<file path="config.mk">
export PLATFORM = sky130hd
export DESIGN_NAME = modem_status_unit
export DESIGN_NICKNAME = d
export VERILOG_FILES = /design/src/rtl/msr_pkg.sv /design/src/rtl/msr_sync.sv /design/src/rtl/msr_track.sv /design/src/rtl/msr_rdmux.sv /design/src/rtl/modem_status_unit.sv
export SDC_FILE = /design/constraint.sdc
export NUM_CORES = 1
export LEC_CHECK = 0
export BUFFER_PORTS_ARGS = -buffer_cell sky130_fd_sc_hd__buf_4
export CAP_MARGIN = 20
export CORE_AREA = 5 5 42 44
export CTS_CLUSTER_SIZE = 30
export DETAILED_ROUTE_END_ITERATION = 8
export DIE_AREA = 0 0 47 49
export GPL_TIMING_DRIVEN = 0
export PLACE_DENSITY = 0.79
export SLEW_MARGIN = 20
export SYNTH_ARGS = -nofsm -noshare
export SYNTH_HDL_FRONTEND = slang
export SYNTH_SLANG_ARGS = --single-unit
export TNS_END_PERCENT = 1
</file>
<file path="constraint.sdc">
create_clock -name clk -period 2.3 [get_ports clk]
set_clock_uncertainty 0.05 [all_clocks]
set_input_delay 0.345 -clock clk [delete_from_list [all_inputs] [get_ports clk]]
set_output_delay 0.345 -clock clk [all_outputs]
set_load 0.05 [all_outputs]
</file>
<file path="src/rtl/msr_pkg.sv">
package msr_pkg;
    localparam int NLINES  = 4;
    localparam int IDX_CTS = 0;
    localparam int IDX_DSR = 1;
    localparam int IDX_RI  = 2;
    localparam int IDX_DCD = 3;
    localparam logic [NLINES-1:0] RESET_LVL = 4'b1011;

    typedef struct packed {
        logic [NLINES-1:0] lvl;
        logic [NLINES-1:0] dlt;
    } msr_reg_t;
endpackage

</file>
<file path="src/rtl/msr_sync.sv">
module msr_sync #(
    parameter int              STAGES  = 2,
    parameter int              WIDTH   = 4,
    parameter logic [WIDTH-1:0] RST_VAL = '0
) (
    input  logic             clk,
    input  logic             rst_n,
    input  logic [WIDTH-1:0] async_i,
    output logic [WIDTH-1:0] sync_o
);
    logic [WIDTH-1:0] chain_q [STAGES];
    logic [WIDTH-1:0] chain_d [STAGES];

    always_comb begin
        chain_d[0] = async_i;
        for (int s = 1; s < STAGES; s++) begin
            chain_d[s] = chain_q[s-1];
        end
    end

    always_ff @(posedge clk or negedge rst_n) begin
        if (!rst_n) begin
            for (int s = 0; s < STAGES; s++) chain_q[s] <= RST_VAL;
        end else begin
            for (int s = 0; s < STAGES; s++) chain_q[s] <= chain_d[s];
        end
    end

    assign sync_o = chain_q[STAGES-1];
endmodule

</file>
<file path="src/rtl/msr_track.sv">
module msr_track
    import msr_pkg::*;
(
    input  logic              clk,
    input  logic              rst_n,
    input  logic [NLINES-1:0] lvl_i,
    input  logic              clr_i,
    output msr_reg_t          reg_o
);
    msr_reg_t          reg_d, reg_q;
    logic [NLINES-1:0] set_mask;

    always_comb begin
        set_mask         = lvl_i ^ reg_q.lvl;
        set_mask[IDX_RI] = reg_q.lvl[IDX_RI] & ~lvl_i[IDX_RI];
        reg_d.lvl        = lvl_i;
        reg_d.dlt        = (clr_i ? '0 : reg_q.dlt) | set_mask;
    end

    always_ff @(posedge clk or negedge rst_n) begin
        if (!rst_n) begin
            reg_q.lvl <= RESET_LVL;
            reg_q.dlt <= '0;
        end else begin
            reg_q <= reg_d;
        end
    end

    assign reg_o = reg_q;

    for (genvar i = 0; i < NLINES; i++) begin : g_chk
        // a flag holds until a clear
        a_r2_delta_sticky: assert property (@(posedge clk) disable iff (!rst_n)
            (reg_q.dlt[i] && !clr_i) |=> reg_q.dlt[i]);
    end

    // a level change on a non-ring line raises its flag
    a_r2_change_sets: assert property (@(posedge clk) disable iff (!rst_n)
        (lvl_i[IDX_CTS] != reg_q.lvl[IDX_CTS]) |=> reg_q.dlt[IDX_CTS]);

    // a rising ring indicator leaves the ring flag as it was
    a_r3_ri_rise_quiet: assert property (@(posedge clk) disable iff (!rst_n)
        (!reg_q.lvl[IDX_RI] && lvl_i[IDX_RI] && !reg_q.dlt[IDX_RI]) |=> !reg_q.dlt[IDX_RI]);

    // a clear with no change pending leaves all flags low
    a_r4_read_clears: assert property (@(posedge clk) disable iff (!rst_n)
        (clr_i && (lvl_i == reg_q.lvl)) |=> (reg_q.dlt == '0));
endmodule

</file>
<file path="src/rtl/msr_rdmux.sv">
module msr_rdmux
    import msr_pkg::*;
(
    input  msr_reg_t   reg_i,
    input  logic       loop_i,
    input  logic       dtr_i,
    input  logic       rts_i,
    input  logic       out1_i,
    input  logic       out2_i,
    output logic [7:0] data_o
);
    always_comb begin
        if (loop_i) data_o = {out2_i, out1_i, dtr_i, rts_i, 4'b0000};
        else        data_o = reg_i;
    end
endmodule

</file>
<file path="src/rtl/modem_status_unit.sv">
module modem_status_unit
    import msr_pkg::*;
#(
    parameter int SYNC_STAGES = 2
) (
    input  logic       clk,
    input  logic       rst_n,
    input  logic       line_cts_i,
    input  logic       line_dsr_i,
    input  logic       line_dcd_i,
    input  logic       line_ri_i,
    input  logic       ctl_dtr_i,
    input  logic       ctl_rts_i,
    input  logic       ctl_out1_i,
    input  logic       ctl_out2_i,
    input  logic       ctl_loop_i,
    input  logic       irq_en_i,
    input  logic       rd_stb_i,
    output logic [7:0] rd_data_o,
    output logic       any_delta_o,
    output logic       irq_req_o
);
    logic [NLINES-1:0] raw_lines;
    logic [NLINES-1:0] sync_lines;
    logic              clr_flags;
    msr_reg_t          stat;

    assign raw_lines = {line_dcd_i, line_ri_i, line_dsr_i, line_cts_i};
    assign clr_flags = rd_stb_i & ~ctl_loop_i;

    msr_sync #(.STAGES(SYNC_STAGES), .WIDTH(NLINES), .RST_VAL(RESET_LVL)) u_sync (
        .clk(clk), .rst_n(rst_n), .async_i(raw_lines), .sync_o(sync_lines));

    msr_track u_track (
        .clk(clk), .rst_n(rst_n), .lvl_i(sync_lines), .clr_i(clr_flags), .reg_o(stat));

    msr_rdmux u_rdmux (
        .reg_i(stat), .loop_i(ctl_loop_i), .dtr_i(ctl_dtr_i), .rts_i(ctl_rts_i),
        .out1_i(ctl_out1_i), .out2_i(ctl_out2_i), .data_o(rd_data_o));

    assign any_delta_o = |stat.dlt;
    assign irq_req_o   = any_delta_o & irq_en_i;

    // a loopback read keeps pending flags
    a_r6_loop_keeps: assert property (@(posedge clk) disable iff (!rst_n)
        (rd_stb_i && ctl_loop_i && any_delta_o) |=> any_delta_o);

    // no request while the enable is low
    a_r8_irq_gated: assert property (@(posedge clk) disable iff (!rst_n)
        irq_req_o |-> irq_en_i);
endmodule

</file>
==> reports/metrics.yaml, run 1 <==
critical_path:
  path_cells: "or4_4 -> and2_4 -> buf_4"
  worst_ep_required_time_ns: 1.90
  crit_path_max_fanout: 2
  critical_path.startpoint_type: "register"
  start_of_the_worst_register_to_register_path: "u_sync.sync_o[0]"
  worst_setup_path_startpoint: "u_track.reg_o[0]"
  critical_path_buf_inv_count: 1
  timing.critical_path.slowest_stage_cell: "sky130_fd_sc_hd__or4_4"
  critical_path_class: "reg2out"
  rrSetupSlack_ns: 1.35
  cp.arrival_ns: 1.54
  max_stage_delay_ns: 0.53
  path_delay_family: "simple AND/OR/NAND/NOR gates"
  worst_setup_path_end_kind: "primary output"
cts:
  cts_tree: "done"
  clock_tree.htree_level_count: 1
  cts.repair.resized: 0
  cts-buffers-inserted: 3
  clk-insertion-delay-late_ns: 0.28
  clkTransAtPathRegs_ns: 0.09
  clock-root-buffer: "sky130_fd_sc_hd__clkbuf_4"
  number_of_sinks_driven_by_the_clock_tree: 16
  clock_tree.buffer_depth: 2
global_routing:
  antenna_found_initial: 0
  grtUsageMet2_pct: 15.4
  grt-ovfl-total: 0
  grt-busiest-layer: "met2"
  grt_max_degree: 17
  grt_pass1_vias: 383
  grt_util_all_layers_pct: 9.88
  met3_global_route_usage_pct: 2.95
  grt_use_met1_pct: 11.6
  grt_first_pass_wirelength_um: 1590
sta:
  worst_slew_pin_slew_ns: 0.236
  setup_viol: 0
  final_setup_tns_ns: 0
  grt_setup_unrepaired: "no"
  slew_viol_final: 0
  maxSlewHeadroom_pct: 84.2
  hold_ws_ns: 0.113
  layout_worst_path_cycle_share_pct: 84.1
  timing.fmax_mhz: 517
  timing_hold_violations_final: 0
  layout_min_cycle_time_ns: 1.93
power_and_ir_drop:
  worst_ir_drop_vdd_mv: 0.421
  leakage_nw: 0.373
  cellPowerDensity_nw_per_um2: 741
die:
  chip_width_um: 47
  dieArea_um2: 2300
  core_area_um2: 1400
  rows: 14
  initial_core_util_pct: 40.4
  io_pins: 23
  floorplan.die.height_um: 49
detailed_routing:
  drcViolationCount: 0
  detail_route.vias_per_cell: 4.46
  wl_per_cell_um: 12.0
  first_iter_violations: 0
  drt_pre_antenna_iters: 1
  postRouteAntennaNets: 0
  routed-via-count: 370
  routed_wl_um: 996
synthesis:
  post_synth_instance_area_um2: 567
  seq_area_frac_synth_pct: 72.6
  ys_seq_elements: 16
  post_synth_num_cell_types: 13
  synth_area_leader_cell: "sky130_fd_sc_hd__dfstp_2"
  yosys-top-cells-area: "sky130_fd_sc_hd__dfstp_2 (42%), sky130_fd_sc_hd__dfrtp_1 (31%), sky130_fd_sc_hd__mux2_2 (6.0%)"
  postSynthAreaPerCell_um2: 13.8
  synth_fp_nets: 54
  gate_count_after_technology_mapping: 41
  synthDominantCellAreaShare_pct: 41.7
  yosysWarningCount: 0
final_layout:
  layout_commonest_cell: "sky130_fd_sc_hd__buf_4"
  drive_gt1_share_pct: 58.2
  final_net_count: 81
  antenna-diode-count: 0
  final.fill_count: 134
  most-common-layout-cells: "sky130_fd_sc_hd__buf_4 (21), sky130_fd_sc_hd__dfstp_2 (9), sky130_fd_sc_hd__dfrtp_1 (7)"
  final_core_utilization_pct: 55.7
  syn_to_final_growth_pct: 37.7
placement:
  place_congestion: 0.724
  detailed_place_hpwl_um: 763
  io_buffer_count: 21
worst_hold_path:
  min_from: "line_dcd_i"
  min-delay-path-class: "in2reg"
job:
  drv_cap: 0
status:
  status: "finished clean"
## layer usage
layer,part of all wire [%],vias up
li1,-,181
met1,35,174
met2,53,15
met3,12,0
met4,0,0
met5,0,-
## state kept, by name, indices dropped and copies added (netlist names)
signal          count
u_track.reg_o       8
u_sync.chain_d      4
u_sync.sync_o       4
## cell families (layout without fill, tap and decap cells)
kind of cell	count (synthesis)	in the layout	synth area share, %
flip-flops	16	16	72.6
AND/OR/NAND/NOR	8	8	7.95
buffers and inverters	6	32	4.19
AO/OA/AOI/OAI	5	5	4.64
XOR/XNOR	3	3	4.64
multiplexers	3	3	5.96
## final cells by class
cell class                      count  area [um^2]  share of cell area, %
Timing Repair Buffer               22          168                   21.5
Buffer                              1         5.00                  0.641
Clock buffer                        4         26.3                   3.37
Tap cell                           16         20.0                   2.56
Multi-Input combinational cell     19          131                   16.8
Sequential cell                    16          412                   52.7
Inverter                            5         18.8                   2.40
## through the flow
| step | cells | setup WS [ns] | instance area [um^2] | power (mW) |
|---|---|---|---|---|
| after floorplan | 41 | 0.291 | 567 | 0.389 |
| after global placement | 78 | 0.672 | 744 | 0.431 |
| after detailed placement | 78 | 0.665 | 744 | 0.435 |
| after CTS | 83 | 0.349 | 781 | 0.587 |
| after global routing | 83 | 0.319 | 781 | 0.606 |
| final | 83 | 0.367 | 781 | 0.579 |
## Yosys cell counts
master / instances
sky130_fd_sc_hd__o22ai_1: 1
sky130_fd_sc_hd__or4_4: 1
sky130_fd_sc_hd__o21ai_0: 4
sky130_fd_sc_hd__buf_2: 1
sky130_fd_sc_hd__inv_1: 5
sky130_fd_sc_hd__xnor2_1: 3
sky130_fd_sc_hd__nand2_1: 1
sky130_fd_sc_hd__mux2_2: 3
sky130_fd_sc_hd__nor2_1: 4
sky130_fd_sc_hd__dfrtp_1: 7
sky130_fd_sc_hd__dfstp_2: 9
sky130_fd_sc_hd__nor2b_1: 1
sky130_fd_sc_hd__and2_4: 1
## report_power, final
| group | switching, mW | internal [mW] |
|---|---|---|
| sequential | 0.00919 | 0.306 |
| combinational | 0.0714 | 0.0432 |
| clock | 0.0822 | 0.0672 |
## worst paths after layout
| path | end | depth (start not counted) |
|---|---|---|
| setup / recovery | irq_req_o | 3 |
| hold / removal | u_sync.chain_d[3] | 1 |
| setup reg to reg | u_track.reg_o[0] | 2 |
| hold reg to reg | u_sync.sync_o[1] | 0 |
| max in group asynchronous | u_sync.chain_d[1] | 2 |
| min in group asynchronous | u_track.reg_o[3] | 2 |
## what timing repair did
item	4_1_cts	5_1_grt
hold endpoints to repair	7	0
setup endpoints to repair	0	0
hold buffers	1	0
setup buffers	0	0
Power figures use the tool's default switching activity.
==> run 2, diff against run 1 <==
Settings changed: ABC_AREA set to 1, CORE_AREA 5 5 42 44 to not set, CORE_MARGIN set to 5, CORE_UTILIZATION set to 45, DIE_AREA 0 0 47 49 to not set, PLACE_DENSITY 0.79 to 0.81.
Clock period 2.3 ns to 1.8 ns, I/O delays scaled along.
==> run 2 against run 1 <==
Synthesized area grew 10%; synthesized cell count grew 61%; die area shrank 3.1%; final area grew 8.2%; first-iteration DRC count grew 2; critical endpoint is now rd_data_o[5]; sequential power grew 27%; setup slack lost 0.054 ns; global-route usage grew 1.5 points; clock power grew 23%; flip-flop and latch count is the same; sequential share of layout area shrank 4.0 points; critical path type unchanged; total power grew 27%.
==> reports/metrics.yaml, run 2 <==
critical_path:
  worst_setup_path_end_kind: "primary output"
  rr_endpoint: "u_track.reg_o[0]"
  start_of_the_worst_register_to_register_path: "u_sync.sync_o[0]"
  critical_path_class: "reg2out"
  worst_ep_required_time_ns: 1.48
  critical_path.startpoint_type: "register"
  rrSetupSlack_ns: 0.94
  crit_path_max_fanout: 2
  cp.arrival_ns: 1.17
  worstRegToRegCells: 3
detailed_routing:
  route.top_layer_used: "met4"
  drcViolationCount: 0
  postRouteAntennaNets: 0
  wl_per_cell_um: 9.77
  wl_met1_um: 462
  routed-via-count: 458
  first_iter_violations: 2
  drt_pre_antenna_iters: 2
  detail_route.vias_per_cell: 4.24
  met3RoutedLength_um: 82
  routed_wl_um: 1060
  dr_wl_met2_um: 503
power_and_ir_drop:
  clock_power_share_pct: 24.9
  comb_power_share_pct: 20.7
  worst_ir_drop_vdd_mv: 0.580
  power_switching_mw: 0.207
  cellPowerDensity_nw_per_um2: 871
  power_switching_share_pct: 28.1
  leakage_nw: 0.474
  p_int_mw: 0.529
  seq_power_share_pct: 54.5
sta:
  layout_min_cycle_time_ns: 1.49
  layout_worst_path_cycle_share_pct: 82.6
  final_setup_tns_ns: 0
  setup_viol: 0
  worst_slew_pin_slew_ns: 0.196
  timing_hold_violations_final: 0
  hold_ws_ns: 0.0452
  timing.fmax_mhz: 673
  grt_setup_unrepaired: "no"
  maxSlewHeadroom_pct: 86.9
  slew_viol_final: 0
  post-route-worst-setup-slack_ns: 0.313
placement:
  io_buffer_count: 22
  placed_cell_area_um2: 808
  place_congestion: 0.714
  preCtsSetupSlack_ns: 0.610
  detailed_place_hpwl_um: 831
final_layout:
  most-common-layout-cells: "sky130_fd_sc_hd__nand2_1 (24), sky130_fd_sc_hd__buf_4 (22), sky130_fd_sc_hd__inv_1 (13)"
  antenna-diode-count: 0
  multi_input_area_um2: 153
  syn_to_final_growth_pct: 35.3
  final.fill_count: 110
  ff_latch_area_um2: 412
  largest_reg_flops: 8
  layout_commonest_cell: "sky130_fd_sc_hd__nand2_1"
  final_net_count: 107
  drive_gt1_share_pct: 41.9
  fin_area_um2: 845
job:
  drv_cap: 0
synthesis:
  postSynth.topFlopCell: "sky130_fd_sc_hd__dfstp_2"
  ys_seq_elements: 16
  yosysWarningCount: 0
  synth_enable_flop_cells: 0
  post_synth_num_cell_types: 10
  postSynthAreaPerCell_um2: 9.46
  most_frequent_cell_after_synthesis: "sky130_fd_sc_hd__nand2_1"
  post_synth_instance_area_um2: 624
  yosys-top-cells-area: "sky130_fd_sc_hd__dfstp_2 (38%), sky130_fd_sc_hd__dfrtp_1 (28%), sky130_fd_sc_hd__nand2_1 (14%)"
  synth_area_leader_cell: "sky130_fd_sc_hd__dfstp_2"
  synth_fp_nets: 79
  gate_count_after_technology_mapping: 66
  asyncSetResetFlopFracSynth_pct: 100
  seq_area_frac_synth_pct: 65.9
  synth_commonest_cells: "sky130_fd_sc_hd__nand2_1 (24), sky130_fd_sc_hd__inv_1 (13), sky130_fd_sc_hd__dfstp_2 (9), sky130_fd_sc_hd__dfrtp_1 (7), sky130_fd_sc_hd__nor2_1 (6)"
  synthDominantCellAreaShare_pct: 37.9
cts:
  cts-buffers-inserted: 3
  cts_tree: "done"
  clkTransAtPathRegs_ns: 0.08
  clock-root-buffer: "sky130_fd_sc_hd__clkbuf_4"
  clock_tree.buffer_depth: 2
  cts.repair.resized: 0
  cts_setup_buffers: 0
  clock_tree.htree_level_count: 1
  number_of_sinks_driven_by_the_clock_tree: 16
  clk-insertion-delay-late_ns: 0.27
worst_hold_path:
  min_from: "line_dcd_i"
  hold-path-cell-count: 1
  hold_path_end: "u_sync.chain_d[3]"
  min-delay-path-class: "in2reg"
die:
  chip_width_um: 47.3
  floorplan.die.height_um: 47.3
  rows: 13
  io_pins: 23
  initial_core_util_pct: 48.0
  dieArea_um2: 2230
  core_area_um2: 1300
status:
  status: "finished clean"
global_routing:
  grt-ovfl-total: 0
  grt_pass1_vias: 441
  antenna_found_initial: 0
  grt_max_degree: 17
  grt_first_pass_wirelength_um: 1670
  grt_util_all_layers_pct: 11.4
-- run 2: cell count changes in the layout (fill, tap and decap cells not counted), sizes merged --
cell | before | now
o22ai | 1 | 0
mux2 | 3 | 0
nor2 | 4 | 6
inv | 5 | 13
or4 | 1 | 0
buf | 22 | 23
o21ai | 4 | 3
nand2 | 1 | 26
nor2b | 1 | 0
a21oi | 0 | 1
and2 | 1 | 0
xnor2 | 3 | 0
-- run 2: cells by family after synthesis --
kind of cell / after synthesis / share of synthesized area (%)
buf+inv: 14 / 9.62
simple gates: 32 / 20.0
flops: 16 / 65.9
compound gates: 4 / 4.41
-- run 2: critical path, stage by stage (launching register included) --
cell	delay, ns
sky130_fd_sc_hd__dfstp_2	0.54
sky130_fd_sc_hd__inv_1	0.05
sky130_fd_sc_hd__o21ai_1	0.11
sky130_fd_sc_hd__buf_4	0.21
-- run 2: worst max-delay path by stage --
stage                          start           end
floorplan           u_track.reg_o[5]  rd_data_o[5]
global placement    u_track.reg_o[5]  rd_data_o[5]
detailed placement  u_track.reg_o[5]  rd_data_o[5]
CTS                 u_track.reg_o[5]  rd_data_o[5]
global route        u_track.reg_o[5]  rd_data_o[5]
finish              u_track.reg_o[5]  rd_data_o[5]
-- run 2: final cells by class --
class / count / area share, %
Buffer: 1 / 1.33
Sequential cell: 16 / 48.7
Timing Repair Buffer: 23 / 20.7
Inverter: 13 / 5.78
Clock buffer: 4 / 3.11
Multi-Input combinational cell: 36 / 18.1
Tap cell: 15 / 2.22
-- run 2: stage by stage --
| step | util (%) | cells | power, mW |
|---|---|---|---|
| floorplan | - | 66 | 0.497 |
| global placement | 62.1 | 103 | 0.554 |
| detailed placement | 62.1 | 103 | 0.559 |
| CTS | 64.9 | 108 | 0.750 |
| global route | 64.9 | 108 | 0.778 |
| finish | 64.9 | 108 | 0.736 |
-- run 2: layer usage --
metal | global-route usage, % | vias up
met5 | 0 | -
met4 | 8.29 | 0
met3 | 3.45 | 2
met2 | 19.0 | 17
met1 | 11.9 | 195
li1 | - | 244
-- run 2: power groups by stage --
stage	sequential [mW]	combinational [mW]	clock, mW
after floorplan	0.404	0.0934	0
after global placement	0.405	0.148	0
after detailed placement	0.407	0.152	0
after CTS	0.401	0.154	0.195
after global routing	0.404	0.164	0.211
final	0.401	0.152	0.183
-- run 2: what timing repair did --
action,CTS,global route
hold endpoints to repair,10,0
endpoints found under the setup margin,0,0
hold buffers,1,0
